### config.mk
export PLATFORM = sky130hd
export DESIGN_NAME = zbt_sram_core
export DESIGN_NICKNAME = d
export VERILOG_FILES = /design/src/rtl/zbt_pkg.sv /design/src/rtl/zbt_cmd_dec.sv /design/src/rtl/zbt_wr_reg.sv /design/src/rtl/zbt_mem.sv /design/src/rtl/zbt_rd_fwd.sv /design/src/rtl/zbt_sram_core.sv
export SDC_FILE = /design/constraint.sdc
export NUM_CORES = 1
export LEC_CHECK = 0
export BUFFER_PORTS_ARGS = -buffer_cell sky130_fd_sc_hd__buf_2
export CAP_MARGIN = 15
export CELL_PAD_IN_SITES_DETAIL_PLACEMENT = 0
export CELL_PAD_IN_SITES_GLOBAL_PLACEMENT = 1
export CORE_MARGIN = 8
export CORE_UTILIZATION = 45
export DETAILED_ROUTE_END_ITERATION = 8
export PLACE_DENSITY_LB_ADDON = 0.2
export SETUP_SLACK_MARGIN = 0.3
export SYNTH_ARGS = -nofsm -noshare
export SYNTH_HDL_FRONTEND = slang
export SYNTH_SLANG_ARGS = --single-unit
### constraint.sdc
create_clock -name clk_i -period 2.85 [get_ports clk_i]
set_input_delay 0.855 -clock clk_i [delete_from_list [all_inputs] [get_ports clk_i]]
set_output_delay 0.855 -clock clk_i [all_outputs]
set_load 0.02 [all_outputs]
### src/rtl/zbt_pkg.sv
package zbt_pkg;
  typedef enum logic [1:0] {
    OP_NONE  = 2'd0,
    OP_READ  = 2'd1,
    OP_WRITE = 2'd2
  } op_e;
endpackage

### src/rtl/zbt_cmd_dec.sv
module zbt_cmd_dec
  import zbt_pkg::*;
#(
  parameter int AW = 4,
  parameter int NB = 4
) (
  input  logic          clk_i,
  input  logic          rst_ni,
  input  logic          en_i,
  input  logic          adv_i,
  input  logic          rnw_i,
  input  logic          cs_ni,
  input  logic          cs2_ni,
  input  logic          cs3_i,
  input  logic [AW-1:0] addr_i,
  input  logic [AW-1:0] burst_addr_i,
  input  logic [NB-1:0] bwe_ni,
  output op_e           nxt_op_o,
  output logic [AW-1:0] nxt_addr_o,
  output op_e           op_o,
  output logic [AW-1:0] addr_o,
  output logic [NB-1:0] mask_o
);
  logic          sel;
  logic          act_d, act_q, wr_d, wr_q;
  op_e           op_q;
  logic [AW-1:0] addr_q;
  logic [NB-1:0] mask_q;

  always_comb begin
    sel        = !cs_ni && !cs2_ni && cs3_i;
    act_d      = act_q;
    wr_d       = wr_q;
    nxt_op_o   = OP_NONE;
    nxt_addr_o = burst_addr_i;
    if (!adv_i) begin
      nxt_addr_o = addr_i;
      act_d      = sel;
      if (sel) begin
        wr_d     = !rnw_i;
        nxt_op_o = rnw_i ? OP_READ : OP_WRITE;
      end
    end else if (act_q) begin
      nxt_op_o = wr_q ? OP_WRITE : OP_READ;  // type fixed at the load
    end
  end

  always_ff @(posedge clk_i or negedge rst_ni) begin
    if (!rst_ni) begin
      act_q  <= 1'b0;
      wr_q   <= 1'b0;
      op_q   <= OP_NONE;
      addr_q <= '0;
      mask_q <= '0;
    end else if (en_i) begin
      act_q  <= act_d;
      wr_q   <= wr_d;
      op_q   <= nxt_op_o;
      addr_q <= nxt_addr_o;
      mask_q <= (nxt_op_o == OP_WRITE) ? ~bwe_ni : '0;
    end
  end

  assign op_o   = op_q;
  assign addr_o = addr_q;
  assign mask_o = mask_q;

  AST_DESEL_ON_LOAD: assert property (@(posedge clk_i) disable iff (!rst_ni)
    (en_i && !adv_i && (cs_ni || cs2_ni || !cs3_i)) |=> (op_q == OP_NONE));
  AST_CONT_KEEPS_TYPE: assert property (@(posedge clk_i) disable iff (!rst_ni)
    (en_i && adv_i && act_q) |=> (op_q == ($past(wr_q) ? OP_WRITE : OP_READ)));
  AST_CONT_AFTER_DESEL: assert property (@(posedge clk_i) disable iff (!rst_ni)
    (en_i && adv_i && !act_q) |=> (op_q == OP_NONE));
endmodule

### src/rtl/zbt_wr_reg.sv
module zbt_wr_reg
  import zbt_pkg::*;
#(
  parameter int AW = 4,
  parameter int NB = 4,
  parameter int LW = 8,
  localparam int DW = NB * LW
) (
  input  logic          clk_i,
  input  logic          rst_ni,
  input  logic          en_i,
  input  op_e           op_i,
  input  logic [AW-1:0] addr_i,
  input  logic [NB-1:0] mask_i,
  input  logic [DW-1:0] wdata_i,
  output logic          wv_o,
  output logic [AW-1:0] waddr_o,
  output logic [NB-1:0] wmask_o,
  output logic [DW-1:0] wdata_o
);
  always_ff @(posedge clk_i or negedge rst_ni) begin
    if (!rst_ni) begin
      wv_o    <= 1'b0;
      waddr_o <= '0;
      wmask_o <= '0;
      wdata_o <= '0;
    end else if (en_i) begin
      wv_o    <= (op_i == OP_WRITE) && (|mask_i);
      waddr_o <= addr_i;
      wmask_o <= mask_i;
      wdata_o <= wdata_i;
    end
  end

  AST_ABORT_DROPPED: assert property (@(posedge clk_i) disable iff (!rst_ni)
    (en_i && op_i == OP_WRITE && mask_i == '0) |=> !wv_o);
  AST_DATA_TAKEN: assert property (@(posedge clk_i) disable iff (!rst_ni)
    (en_i && op_i == OP_WRITE && |mask_i) |=> (wv_o && wmask_o == $past(mask_i)));
  AST_STALL_HOLDS_WR: assert property (@(posedge clk_i) disable iff (!rst_ni)
    !en_i |=> ($stable(wv_o) && $stable(wdata_o) && $stable(waddr_o)));
endmodule

### src/rtl/zbt_mem.sv
module zbt_mem #(
  parameter int AW = 4,
  parameter int NB = 4,
  parameter int LW = 8,
  localparam int DW = NB * LW,
  localparam int DEPTH = 1 << AW
) (
  input  logic          clk_i,
  input  logic          rst_ni,
  input  logic          we_i,
  input  logic [AW-1:0] waddr_i,
  input  logic [NB-1:0] wmask_i,
  input  logic [DW-1:0] wdata_i,
  input  logic [AW-1:0] raddr_i,
  output logic [DW-1:0] rdata_o
);
  logic [DW-1:0] mem_q [DEPTH];

  always_ff @(posedge clk_i or negedge rst_ni) begin
    if (!rst_ni) begin
      for (int i = 0; i < DEPTH; i++) mem_q[i] <= '0;
    end else if (we_i) begin
      for (int l = 0; l < NB; l++)
        if (wmask_i[l]) mem_q[waddr_i][l*LW +: LW] <= wdata_i[l*LW +: LW];
    end
  end

  assign rdata_o = mem_q[raddr_i];
endmodule

### src/rtl/zbt_rd_fwd.sv
module zbt_rd_fwd #(
  parameter int AW = 4,
  parameter int NB = 4,
  parameter int LW = 8,
  localparam int DW = NB * LW
) (
  input  logic [AW-1:0] raddr_i,
  input  logic [DW-1:0] arr_i,
  input  logic          pend_v_i,
  input  logic [AW-1:0] pend_addr_i,
  input  logic [NB-1:0] pend_mask_i,
  input  logic [DW-1:0] pend_data_i,
  input  logic          new_v_i,
  input  logic [AW-1:0] new_addr_i,
  input  logic [NB-1:0] new_mask_i,
  input  logic [DW-1:0] new_data_i,
  output logic [DW-1:0] data_o
);
  logic pend_hit, new_hit;
  assign pend_hit = pend_v_i && (pend_addr_i == raddr_i);
  assign new_hit  = new_v_i && (new_addr_i == raddr_i);

  // newest source wins per lane: arriving data, then pending register, then array
  for (genvar l = 0; l < NB; l++) begin : g_lane
    always_comb begin
      data_o[l*LW +: LW] = arr_i[l*LW +: LW];
      if (pend_hit && pend_mask_i[l]) data_o[l*LW +: LW] = pend_data_i[l*LW +: LW];
      if (new_hit && new_mask_i[l])   data_o[l*LW +: LW] = new_data_i[l*LW +: LW];
    end
  end
endmodule

### src/rtl/zbt_sram_core.sv
module zbt_sram_core
  import zbt_pkg::*;
#(
  parameter int AW = 4,
  parameter int NB = 4,
  parameter int LW = 8,
  localparam int DW = NB * LW
) (
  input  logic          clk_i,
  input  logic          rst_ni,
  input  logic          cke_ni,
  input  logic          adv_i,
  input  logic          rnw_i,
  input  logic          cs_ni,
  input  logic          cs2_ni,
  input  logic          cs3_i,
  input  logic [AW-1:0] addr_i,
  input  logic [AW-1:0] burst_addr_i,
  input  logic [NB-1:0] bwe_ni,
  input  logic [DW-1:0] wdata_i,
  input  logic          oe_ni,
  output logic [DW-1:0] dq_o,
  output logic          dq_oe_o
);
  logic          en;
  op_e           nxt_op, op_q;
  logic [AW-1:0] nxt_addr, addr_q;
  logic [NB-1:0] mask_q;
  logic          wv;
  logic [AW-1:0] waddr;
  logic [NB-1:0] wmask;
  logic [DW-1:0] wdata, arr_rd, fwd_rd, rd_q;

  assign en = !cke_ni;

  zbt_cmd_dec #(.AW(AW), .NB(NB)) u_dec (
    .clk_i, .rst_ni, .en_i(en), .adv_i, .rnw_i, .cs_ni, .cs2_ni, .cs3_i,
    .addr_i, .burst_addr_i, .bwe_ni,
    .nxt_op_o(nxt_op), .nxt_addr_o(nxt_addr),
    .op_o(op_q), .addr_o(addr_q), .mask_o(mask_q)
  );

  zbt_wr_reg #(.AW(AW), .NB(NB), .LW(LW)) u_wr (
    .clk_i, .rst_ni, .en_i(en), .op_i(op_q), .addr_i(addr_q), .mask_i(mask_q),
    .wdata_i, .wv_o(wv), .waddr_o(waddr), .wmask_o(wmask), .wdata_o(wdata)
  );

  zbt_mem #(.AW(AW), .NB(NB), .LW(LW)) u_mem (
    .clk_i, .rst_ni, .we_i(en && wv), .waddr_i(waddr), .wmask_i(wmask),
    .wdata_i(wdata), .raddr_i(nxt_addr), .rdata_o(arr_rd)
  );

  zbt_rd_fwd #(.AW(AW), .NB(NB), .LW(LW)) u_fwd (
    .raddr_i(nxt_addr), .arr_i(arr_rd),
    .pend_v_i(wv), .pend_addr_i(waddr), .pend_mask_i(wmask), .pend_data_i(wdata),
    .new_v_i(op_q == OP_WRITE), .new_addr_i(addr_q), .new_mask_i(mask_q),
    .new_data_i(wdata_i), .data_o(fwd_rd)
  );

  always_ff @(posedge clk_i or negedge rst_ni) begin
    if (!rst_ni)                          rd_q <= '0;
    else if (en && nxt_op == OP_READ)     rd_q <= fwd_rd;
  end

  assign dq_o    = rd_q;
  assign dq_oe_o = (op_q == OP_READ) && !oe_ni;

  AST_HIZ_ON_WRITE: assert property (@(posedge clk_i) disable iff (!rst_ni)
    (op_q == OP_WRITE) |-> !dq_oe_o);
  AST_HIZ_ON_DESEL: assert property (@(posedge clk_i) disable iff (!rst_ni)
    (op_q == OP_NONE) |-> !dq_oe_o);
  AST_STALL_READ_HOLD: assert property (@(posedge clk_i) disable iff (!rst_ni)
    (cke_ni && op_q == OP_READ) |=> (op_q == OP_READ && $stable(rd_q)));
  AST_READ_NEXT_CYCLE: assert property (@(posedge clk_i) disable iff (!rst_ni)
    (en && nxt_op == OP_READ && !oe_ni) |=> (oe_ni || dq_oe_o));
  AST_NO_WRITE_IN_STALL: assert property (@(posedge clk_i) disable iff (!rst_ni)
    cke_ni |=> $stable(wv));
endmodule

# After elaboration in Yosys (flattened, before gate mapping)
# Cells that the tools add are included.
[op_classes]
magnitude_cmp = 3
n_eq_ne = 6
mux = 37
n_bitwise = 5
n_reduce_logical = 25
[op_table]
columns = ["cell", "count"]
rows = [
  ["512-bit two-way mux", 7],
  ["512-bit bitwise mux", 4],
  ["32-bit demux with 4-bit select", 4],
  ["32-bit binary-select mux with 4-bit select", 1],
  ["32-bit two-way mux", 3],
  ["8-bit two-way mux", 9],
  ["24-bit two-way mux", 1],
  ["1-bit logical AND", 17],
  ["16-bit two-way mux", 1],
  ["5-bit greater-or-equal comparator, second input constant", 2],
  ["2-bit two-way mux", 5],
  ["4-bit inverter with 5-bit output", 2],
  ["4-bit == test", 2],
  ["4-bit two-way mux", 2],
  ["1-bit logical NOT", 5],
  ["5-bit by 1-bit less-than comparator with 1-bit output, second input constant", 1],
  ["2-bit by 1-bit == test with 1-bit output, second input constant", 2],
  ["2-bit == test, second input constant", 2],
  ["4-bit inverter", 1],
  ["4-bit OR reduction", 1],
  ["3-bit AND reduction", 1],
  ["1-bit inverter", 2],
  ["2-bit AND reduction", 1],
]
[totals]
register_bits = 597
out_inout_bits = 33

# Longest topological paths before layout
# Gate-level depths: netlist of the first run.
[logic_depth]
ltp_word = 16
ltp_mapped = 12
mapped_depth_nobuf = 6

# Hierarchy
# A second synthesis of the first run with hierarchy kept.
[unflattened]
cells_unflattened = 1827
hier_area_um2 = 28170.8
[modules_own_cells]
columns = ["module", "instances", "cells_per_inst", "area_each_um2"]
rows = [
  ["zbt_mem", 1, 1435, 23560.1],
  ["zbt_wr_reg", 1, 90, 1734.2],
  ["zbt_sram_core", 1, 72, 1237.4],
  ["zbt_rd_fwd", 1, 175, 1067.3],
  ["zbt_cmd_dec", 1, 55, 571.8],
]

# Worst setup path before layout of the first run
# No wires, ideal clock.
[synth_path]
path_type = "input to register"
from = "input port adv_i"
to = "register rd_q[15] (netlist: dq_o[15])"
setup_ns = 0.131
arrival_ns = 2.811
path_slack_ns = -0.092
cell_stages = 10
n_path_buf = 4
path_cell_list = "buf_4 > buf_2 > mux2_2 > buf_2 > clkbuf_1 > o22ai_1 > a21oi_1 > a211o_1 > nor4b_1 > o22ai_1"
[synth_via]
elab_chain_cells = 7
word_cells_on_any_way = 16
cone_classes = "eq/ne: 3; mux: 7; bitwise: 1; reduce/logical: 5"
[synth_rtl]
columns = ["item", "line_no", "text"]
rows = [
  ["start, declared", "zbt_sram_core.sv:12", "input logic adv_i,"],
  ["4-bit two-way mux", "zbt_cmd_dec.sv:36", "if (!adv_i) begin"],
  ["4-bit inverter with 5-bit output (implied by the code)", "zbt_mem.sv:28", "assign rdata_o = mem_q[raddr_i];"],
  ["32-bit binary-select mux with 4-bit select", "zbt_mem.sv:28", ""],
  ["32-bit two-way mux (implied by the code) (2 in series)", "zbt_mem.sv:28", ""],
  ["8-bit two-way mux", "zbt_rd_fwd.sv:27", "if (pend_hit && pend_mask_i[l]) data_o[l*LW +: LW] = pend_data_i[l*LW +: LW];"],
  ["8-bit two-way mux", "zbt_rd_fwd.sv:28", "if (new_hit && new_mask_i[l]) data_o[l*LW +: LW] = new_data_i[l*LW +: LW];"],
  ["end signal, assigned", "zbt_sram_core.sv:62", "else if (en && nxt_op == OP_READ) rd_q <= fwd_rd;"],
  ["end, declared", "zbt_sram_core.sv:32", "logic [DW-1:0] wdata, arr_rd, fwd_rd, rd_q;"],
]
# Several ways; a longest one is shown, not always the timed one. The select of a mux whose other input is x is not followed.
# A chain may end at the register's enable or synchronous reset.

# Worst setup path after layout of the first run
[layout_path]
from = "input port burst_addr_i[0]"
to = "register rd_q[19] (netlist: dq_o[19])"
[layout_via]
elab_chain_cells = 7
word_cells_on_any_way = 13
cone_classes = "eq/ne: 2; mux: 6; bitwise: 1; reduce/logical: 4"
[layout_rtl]
columns = ["item", "line_no", "text"]
rows = [
  ["start, declared", "zbt_sram_core.sv:18", "input logic [AW-1:0] burst_addr_i,"],
  ["4-bit two-way mux *", "zbt_cmd_dec.sv:36", ""],
  ["4-bit inverter with 5-bit output (implied by the code)", "zbt_mem.sv:28", ""],
  ["32-bit binary-select mux with 4-bit select", "zbt_mem.sv:28", ""],
  ["32-bit two-way mux (implied by the code) (2 in series)", "zbt_mem.sv:28", ""],
  ["8-bit two-way mux", "zbt_rd_fwd.sv:27", ""],
  ["8-bit two-way mux *", "zbt_rd_fwd.sv:28", ""],
]
# Every way passes the cells marked *; elsewhere a longest branch is shown, timed or not. The select of a mux whose other input is x is not followed.

==> results of run 1 <==
[synth_stat cells, drive strengths merged, types with 16 or more instances]
master  number  area, um2
a211o       32        280
nor2       271       1020
dfrtp      597      14900
o21ai      116        581
a31oi       21        138
o22ai       87        544
nor2b       84        526
a21oi       92        472
clkbuf     193        724
o41ai       18        158
and2        16        100
a211oi      38        285
o221ai      52        455
buf         51        239
o21bai      34        255
o211ai     136       1020
o22a        16        140
nand2b      24        150
nand2      104        393
mux2       576       6490
nor3       133        666
[path summary, 6_finish.rpt]
check | startpoint | to | slack (ns) | cells past startpoint
hold reg to reg | u_mem.mem_q[162] | u_mem.mem_q[162] | 0.50 | 1
setup reg to reg | u_wr.waddr_o[2] | u_mem.mem_q[229] | 0.42 | 5
min in group clk_i | bwe_ni[0] | u_dec.mask_o[0] | 0.45 | 2
max in group asynchronous | rst_ni | u_mem.mem_q[10] | 1.77 | 3
hold / removal | rst_ni | u_mem.mem_q[201] | 0.17 | 1
setup / recovery | burst_addr_i[0] | dq_o[19] | 0.32 | 10
[cells by family (layout without fill, tap and decap cells)]
group | Yosys count | count (layout)
xor gates and xnor gates | 6 | 6
DFF | 597 | 597
other | 0 | 3
muxes | 592 | 592
buffers and inverters | 254 | 550
AOI/OAI and AO/OA | 735 | 735
and+or+nand+nor | 673 | 673
[through the flow]
step / hold WS, ns / TNS, ns / power, mW / setup WS, ns
4_1_cts: 0.163 / 0 / 21.8 / 0.302
3_3_place_gp: 0.473 / -5.98 / 12.2 / -0.608
5_1_grt: 0.175 / 0 / 22.3 / 0.303
6_report: 0.175 / 0 / 21.6 / 0.317
2_1_floorplan: 0.459 / 0 / 10.6 / 0.0732
3_5_place_dp: 0.489 / -6.66 / 12.3 / -0.617
[power breakdown]
group,internal [mW],switching [mW],total [mW]
logic,1.10,1.76,2.85
clock network,5.77,3.71,9.48
registers,8.69,0.608,9.29
total,15.6,6.07,21.6
[registers in the layout, summed over array words and instances (netlist names)]
name and cells:
dq_o 32, u_dec.act_q 1, u_dec.addr_o 4, u_dec.mask_o 4, u_dec.op_o 2, u_dec.wr_q 1
u_mem.mem_q 512, u_wr.waddr_o 4, u_wr.wdata_o 32, u_wr.wmask_o 4, u_wr.wv_o 1
[per-layer routing]
metal,GRT usage [%],wire length [um],up-vias
li1,-,-,11146
met5,0,0,-
met1,37.1,47100,13271
met2,46.2,53400,1096
met4,15.5,6630,0
met3,4.82,7220,293
[final cells by class]
type,instances,area (um2)
inverter,10,37.5
clock inverter,20,284
sequential,597,14900
timing repair buffer,411,3620
tap,882,1100
clock buffer,109,2160
multi-input combinational,2006,15200
fill,5967,31100
antenna,3,7.51
[what timing repair did]
item	in CTS	in global routing
gates resized for setup	5	4
pin swaps	0	1
gates cloned	0	0
endpoints found under the setup margin	3	12
[worst reg2reg max path: cells and delay by family, from the launching register on]
kind	cells	cell delay (ns)
simple gates	3	1.16
buf+inv	1	0.23
flops	1	0.52
mux	1	0.42
==> metrics.yaml, run 1 <==
status: "finished, final reports clean"
drcViolationCount: 0
pin_count: 86
syn_nets: 2910
max_cap_viol_count: 0
row_count: 96
cts_buffer_depth: 3
antenna_found_initial: 0
yosys_register_bits: 597
grt_pass1_wl_um: 171000
clk_transition_reported_paths_ns: 0.06
wirelength_um: 114000
hold_buffers: 0
p_leak_nw: 17.3
drt_iter0_markers: 2162
grt-ovfl-total: 0
crit_buf_inv: 4
drive_gt1_share_pct: 35.2
powerDensity_mw_per_mm2: 579
crit_chain: "buf_4, buf_12, nor2b_1, a2bb2oi_1, buf_4, o221ai_1, a22o_1, a2111oi_0, buf_4, o21ai_1"
ant_nets: 0
worstPathMaxFanout: 6
die_y_um: 278
hp-class: "in2async"
synth_adder_area_share_pct: 0
worstPathArrival_ns: 3.03
hold_viol_final: 0
postPlaceCellArea_mm2: 0.0349
critPathCaptureType: "flip-flop"
synth-compound-area-share_pct: 16.6
final_min_period_over_clock_period_pct: 88.9
drtPass1Iterations: 5
initial_core_util_pct: 45.3
cp_data_required_time_ns: 3.35
place_congestion: 0.912
cts_setup_buffers: 0
final_cell_mix: "dfrtp_1, mux2_2, nor2_1, buf_4, o211ai_1"
cp_top_family: "compound AO/OA/AOI/OAI gates"
cts_buffers: 70
cts.sinks: 597
fin_cells: 4038
min_period_ns: 2.53
crit_path_start_kind: "input pin"
synth_area_mm2: 0.0310
die_w_um: 278
clock.fmax_ghz: 0.395
track_usage_pct: 28.8
synth_xor_area_share_pct: 0.169
hpwl_um: 79500
via_count: 25806
avgSynthCellArea_um2: 10.9
worst_pin_slew_ns: 0.894
drv_slew: 0
grt_pass1_vias: 26368
critPathSlowestCell: "a2111oi_0"
area_growth_syn_to_layout_pct: 20.6
seq_area_frac_synth_pct: 48.2
synth.mux.area_fraction_pct: 21.6
setup_viol: 0
cts_root_buf: "clkbuf_16"
place_inst: 3906
synthArstFlopShare_pct: 100
via_per_inst: 6.39
drt-wirelength-per-cell_um: 28.3
syn_inst: 2857
crit_path_max_incr_delay_ns: 0.51
die_area_mm2: 0.0776
synth.distinct_cells: 68
final_common_cell: "dfrtp_1"
fin_util_pct: 54.6
finalClockSkew_ns: 0.0261
cts.htree.levels: 3
synthFlopType: "dfrtp_1"
cpMostUsedCell: "buf_4"
coreArea_mm2: 0.0685
grt_max_degree: 82
portBuffers: 85
vdd_drop_max_uv: 520
finalNetCount: 3149
rsz0062_at_grt: "false"
synth_top_family_by_area: "multiplexers"
maxSlewHeadroom_pct: 40.4
yosys_warnings: 0
crit_type: "in2reg"
cts_tree: "built"
synth_simple_gate_area_share_pct: 10.2
synth_edf_count: 0
clock_latency_ns: 0.62
design_area_mm2: 0.0374
(Power assumes the default switching activity.)
==> inputs of run 2 (changes only) <==
Settings changed: MAX_ROUTING_LAYER from default to met4.
==> run 2 against run 1 <==
  * Power is 2.9% lower
  * Maximum frequency up 1.1%
  * Largest power group is now registers
  * Critical path type unchanged
  * First-iteration DRC count rose by 15%
  * Die area unchanged
  * Combinational power is 1% higher
  * Register-to-register slack got worse by 0.04 ns
  * Hold slack got worse by 0.022 ns
  * Clock power decreased by 6.9%
==> metrics.yaml, run 2 (synthesis gave the netlist of run 1 again) <==
status: "finished, final reports clean"
coreArea_mm2: 0.0685
critPathCaptureType: "flip-flop"
layout_setup_ws_ns: 0.344
maxSlewHeadroom_pct: 42.4
finalClockSkew_ns: 0.0166
hold_ws_ns: 0.153
place_inst: 3916
fin_cells: 4042
tns_ns: 0
drv_slew: 0
crit_type: "in2reg"
setup_viol: 0
worst_pin_slew_ns: 0.864
cts_root_buf: "clkbuf_16"
drt-wirelength-per-cell_um: 28.0
hold_viol_final: 0
reg2reg_to: "u_mem.mem_q[242]"
grt_max_degree: 84
post-place-ws_ns: -0.532
portBuffers: 85
via_per_inst: 6.35
cts_buffers: 69
antenna_found_initial: 3
fin_total_pwr_mw: 21.0
pin_count: 86
area_growth_syn_to_layout_pct: 20.5
cpMostUsedCell: "buf_4"
die_area_mm2: 0.0776
clock_latency_ns: 0.62
reg2reg_depth: 4
track_usage_pct: 29.5
cp_data_required_time_ns: 3.37
postPlaceCellArea_mm2: 0.0350
cts_setup_buffers: 0
worstPathMaxFanout: 13
cts.htree.levels: 3
grt_pass1_wl_um: 169000
rr_startpoint: "u_wr.waddr_o[2]"
drcViolationCount: 0
crit_path_max_incr_delay_ns: 0.55
wirelength_um: 113000
p_leak_nw: 17.3
regArea_mm2: 0.0149
fin_util_pct: 54.5
cp_top_family: "compound AO/OA/AOI/OAI gates"
critPathSlowestCell: "or4b_4"
crit_path_start_kind: "input pin"
row_count: 96
worstPathArrival_ns: 3.03
vdd_drop_max_uv: 421
powerDensity_mw_per_mm2: 562
crit_buf_inv: 3
initial_core_util_pct: 45.3
die_y_um: 278
via_count: 25654
max_cap_viol_count: 0
clock.fmax_ghz: 0.399
post_cts_resized: 6
hold_buffers: 0
multiInputGateArea_mm2: 0.0153
largest_reg_flops: 512
regMostFlops: "u_mem.mem_q"
drt_iter0_markers: 2480
min_period_ns: 2.51
crit_chain: "clkbuf_8, or4b_4, or2_1, a21o_1, buf_4, a21oi_1, buf_4, o21ai_0, o22ai_1"
die_w_um: 278
cts_buffer_depth: 3
final_min_period_over_clock_period_pct: 87.9
drive_gt1_share_pct: 35.3
rrSetupSlack_ns: 0.38
clk_transition_reported_paths_ns: 0.06
grt-ovfl-total: 0
hpwl_um: 78000
fillerInstances: 5963
final_common_cell: "dfrtp_1"
grt_pass1_vias: 25806
design_area_mm2: 0.0373
place_congestion: 0.937
final_cell_mix: "dfrtp_1, mux2_2, buf_4"
rsz0062_at_grt: "false"
ant_nets: 0
hp-class: "in2async"
cts_tree: "built"
drtPass1Iterations: 5
cts.sinks: 597
finalNetCount: 3158
run 2: worst max-delay path by stage:
stage                    from  endpoint  slack [ns]  cells past startpoint
CTS                     adv_i  dq_o[24]        0.22                     10
floorplan               adv_i  dq_o[29]        0.07                      7
detailed placement      adv_i  dq_o[24]       -0.53                     10
global placement    addr_i[0]  dq_o[24]       -0.61                      8
global route            adv_i  dq_o[23]        0.30                      9
finish                  adv_i   dq_o[9]        0.34                      9
run 2: worst reg2reg max path, cell delays in order, from the launching register on:
cell,delay (ns)
dfrtp_1,0.51
nand2b_1,0.25
nor3_1,0.62
nand2_1,0.54
mux2_2,0.43
run 2: final cells by class:
type                    count  area share (%)
diodes                      3          0.0201
clock buffers             110            5.69
clock inverters            13           0.308
inverters                  10           0.101
multi-input cells        2006            40.9
flip-flops and latches    597            40.0
well taps                 882            2.95
repair buffers            421            10.0
run 2: per-layer routing:
layer | vias to the layer above | global-route usage (%) | wire length [um]
li1 | 11180 | - | -
met1 | 13196 | 36.9 | 46600
met2 | 1014 | 46.7 | 53400
met3 | 264 | 4.73 | 7230
met4 | 0 | 14.1 | 5890
met5 | - | - | 0
run 2: where the power goes:
part | internal [mW] | total [mW] | switching [mW]
Sequential | 8.69 | 9.28 | 0.588
Clock | 5.20 | 8.83 | 3.63
Combinational | 1.12 | 2.89 | 1.77
Total | 15.0 | 21.0 | 5.98
==> inputs of run 3 (changes only) <==
Settings changed: CORE_ASPECT_RATIO from default to 1.25.
==> run 3 against run 2 <==
  * Flip-flop and latch count unchanged
  * Hold slack lost 0.018 ns
  * Design area down 0.60%
  * Clock power rose by 5.0%
  * Final cell count down 0.89%
  * Clock skew is 0.0095 ns higher
  * Via count down 0.19%
  * Power grew 1.9%
  * Critical path type unchanged
  * Critical endpoint is now dq_o[4]
  * Highest routed layer unchanged
==> metrics.yaml, run 3 (synthesis gave the netlist of run 1 again) <==
status: "finished, final reports clean"
finalNetCount: 3134
cts_tree: "built"
drt_iter0_markers: 2274
grt-ovfl-total: 0
final_cell_mix: "dfrtp_1, mux2_2, nor2_1, buf_4, o211ai_1"
coreArea_mm2: 0.0681
pin_count: 86
largest_reg_flops: 512
antenna_found_initial: 1
min_period_ns: 2.53
via_count: 25606
powerDensity_mw_per_mm2: 576
grt_pass1_vias: 26445
rsz0062_at_grt: "true"
clkPwrFrac_pct: 43.3
critPathCaptureType: "flip-flop"
die_area_mm2: 0.0776
postPlaceCellArea_mm2: 0.0347
worstPathMaxFanout: 13
grt_pass1_wl_um: 170000
pwr-share-seq_pct: 43.3
crit_path_start_kind: "input pin"
maxSlewHeadroom_pct: 39.2
worstPathArrival_ns: 2.99
drtPass1Iterations: 8
clock.fmax_ghz: 0.396
setup_viol: 0
drive_gt1_share_pct: 35.2
reg2reg_depth: 4
multiInputGateArea_mm2: 0.0153
fin_cells: 4006
endpoint: "dq_o[4]"
die_w_um: 251
final_common_cell: "dfrtp_1"
via_per_inst: 6.39
wirelength_um: 113000
die_y_um: 309
place_congestion: 0.924
worst_pin_slew_ns: 0.912
cts_setup_buffers: 0
combPwrFrac_pct: 13.4
hold_ws_ns: 0.135
cp_data_required_time_ns: 3.32
cp-startpoint: "adv_i"
row_count: 107
place_inst: 3884
regArea_mm2: 0.0149
cts.sinks: 597
swShare_pct: 28.4
clk_transition_reported_paths_ns: 0.06
clock_latency_ns: 0.62
finalClockSkew_ns: 0.0260
regMostFlops: "u_mem.mem_q"
switching_power_mw: 6.07
rrSetupSlack_ns: 0.38
hp-class: "in2async"
p_leak_nw: 17.2
post-place-ws_ns: -0.645
cts_buffer_depth: 3
design_area_mm2: 0.0371
fillerInstances: 5857
cts.htree.levels: 3
reg2reg_to: "u_mem.mem_q[428]"
tns_ns: 0
cts_buffers: 67
rr_startpoint: "u_wr.waddr_o[1]"
layout_setup_ws_ns: 0.325
cts_root_buf: "clkbuf_16"
area_growth_syn_to_layout_pct: 19.7
hold_viol_final: 0
initial_core_util_pct: 45.5
hpwl_um: 78400
final_min_period_over_clock_period_pct: 88.6
ant_nets: 0
p_int_mw: 15.3
drt-wirelength-per-cell_um: 28.2
drv_slew: 0
crit_type: "in2reg"
drcViolationCount: 0
track_usage_pct: 29.7
vdd_drop_max_uv: 490
max_cap_viol_count: 0
grt_max_degree: 93
portBuffers: 85
[run 3: worst min-delay path by stage]
stage                          start                to  depth (start not counted)
floorplan           u_mem.mem_q[509]  u_mem.mem_q[509]                          1
global placement    u_mem.mem_q[509]  u_mem.mem_q[509]                          1
detailed placement  u_mem.mem_q[509]  u_mem.mem_q[509]                          1
CTS                           rst_ni  u_mem.mem_q[169]                          1
global route                  rst_ni  u_mem.mem_q[169]                          1
finish                        rst_ni  u_mem.mem_q[169]                          1
[run 3: metal layers]
layer	wire, um	GRT usage (%)	share of wire (%)	vias to the layer above
met1	44300	34.9	39	13120
met5	0	-	0	-
met4	7540	17.9	6.7	0
met3	6320	4.09	5.6	353
li1	-	-	-	11069
met2	54800	48.4	49	1064
[run 3: worst max-delay path, cell delays in order]
cell	delay, ns
clkbuf_8	0.22
buf_12	0.15
nor3b_1	0.05
buf_4	0.14
a31oi_4	0.20
buf_12	0.17
buf_4	0.20
nor3_1	0.10
a211o_1	0.29
nor4_2	0.44
o22ai_1	0.16
[run 3: metrics by stage]
| step | util, % | power (mW) |
|---|---|---|
| floorplan | - | 10.6 |
| global placement | 50.9 | 12.2 |
| detailed placement | 50.9 | 12.2 |
| CTS | 54.4 | 21.5 |
| global route | 54.5 | 22.1 |
| finish | 54.5 | 21.4 |
[run 3: layout make-up]
| type | instances | area share [%] |
|---|---|---|
| Clock buffer | 94 | 5.28 |
| Timing Repair Buffer | 399 | 9.13 |
| Clock inverter | 27 | 1.02 |
| Tap cell | 872 | 2.94 |
| Sequential cell | 597 | 40.2 |
| Multi-Input combinational cell | 2006 | 41.3 |
| Inverter | 10 | 0.101 |
| Antenna cell | 1 | 0.00674 |
[run 3: what timing repair did]
action                     4_1_cts  5_1_grt
setup endpoints to repair        7       38
hold buffers                     0        0
hold endpoints to repair         0        0
pin swaps                        0        1
gates resized for setup         12       14
[run 3: power by group through the flow]
stage                     Combinational (mW)  Clock [mW]  Sequential (mW)
after floorplan                         1.41           0             9.17
after global placement                  2.79           0             9.39
after detailed placement                2.82           0             9.40
after CTS                               2.84        9.40             9.25
after global routing                    3.05        9.74             9.27
final                                   2.87        9.27             9.26
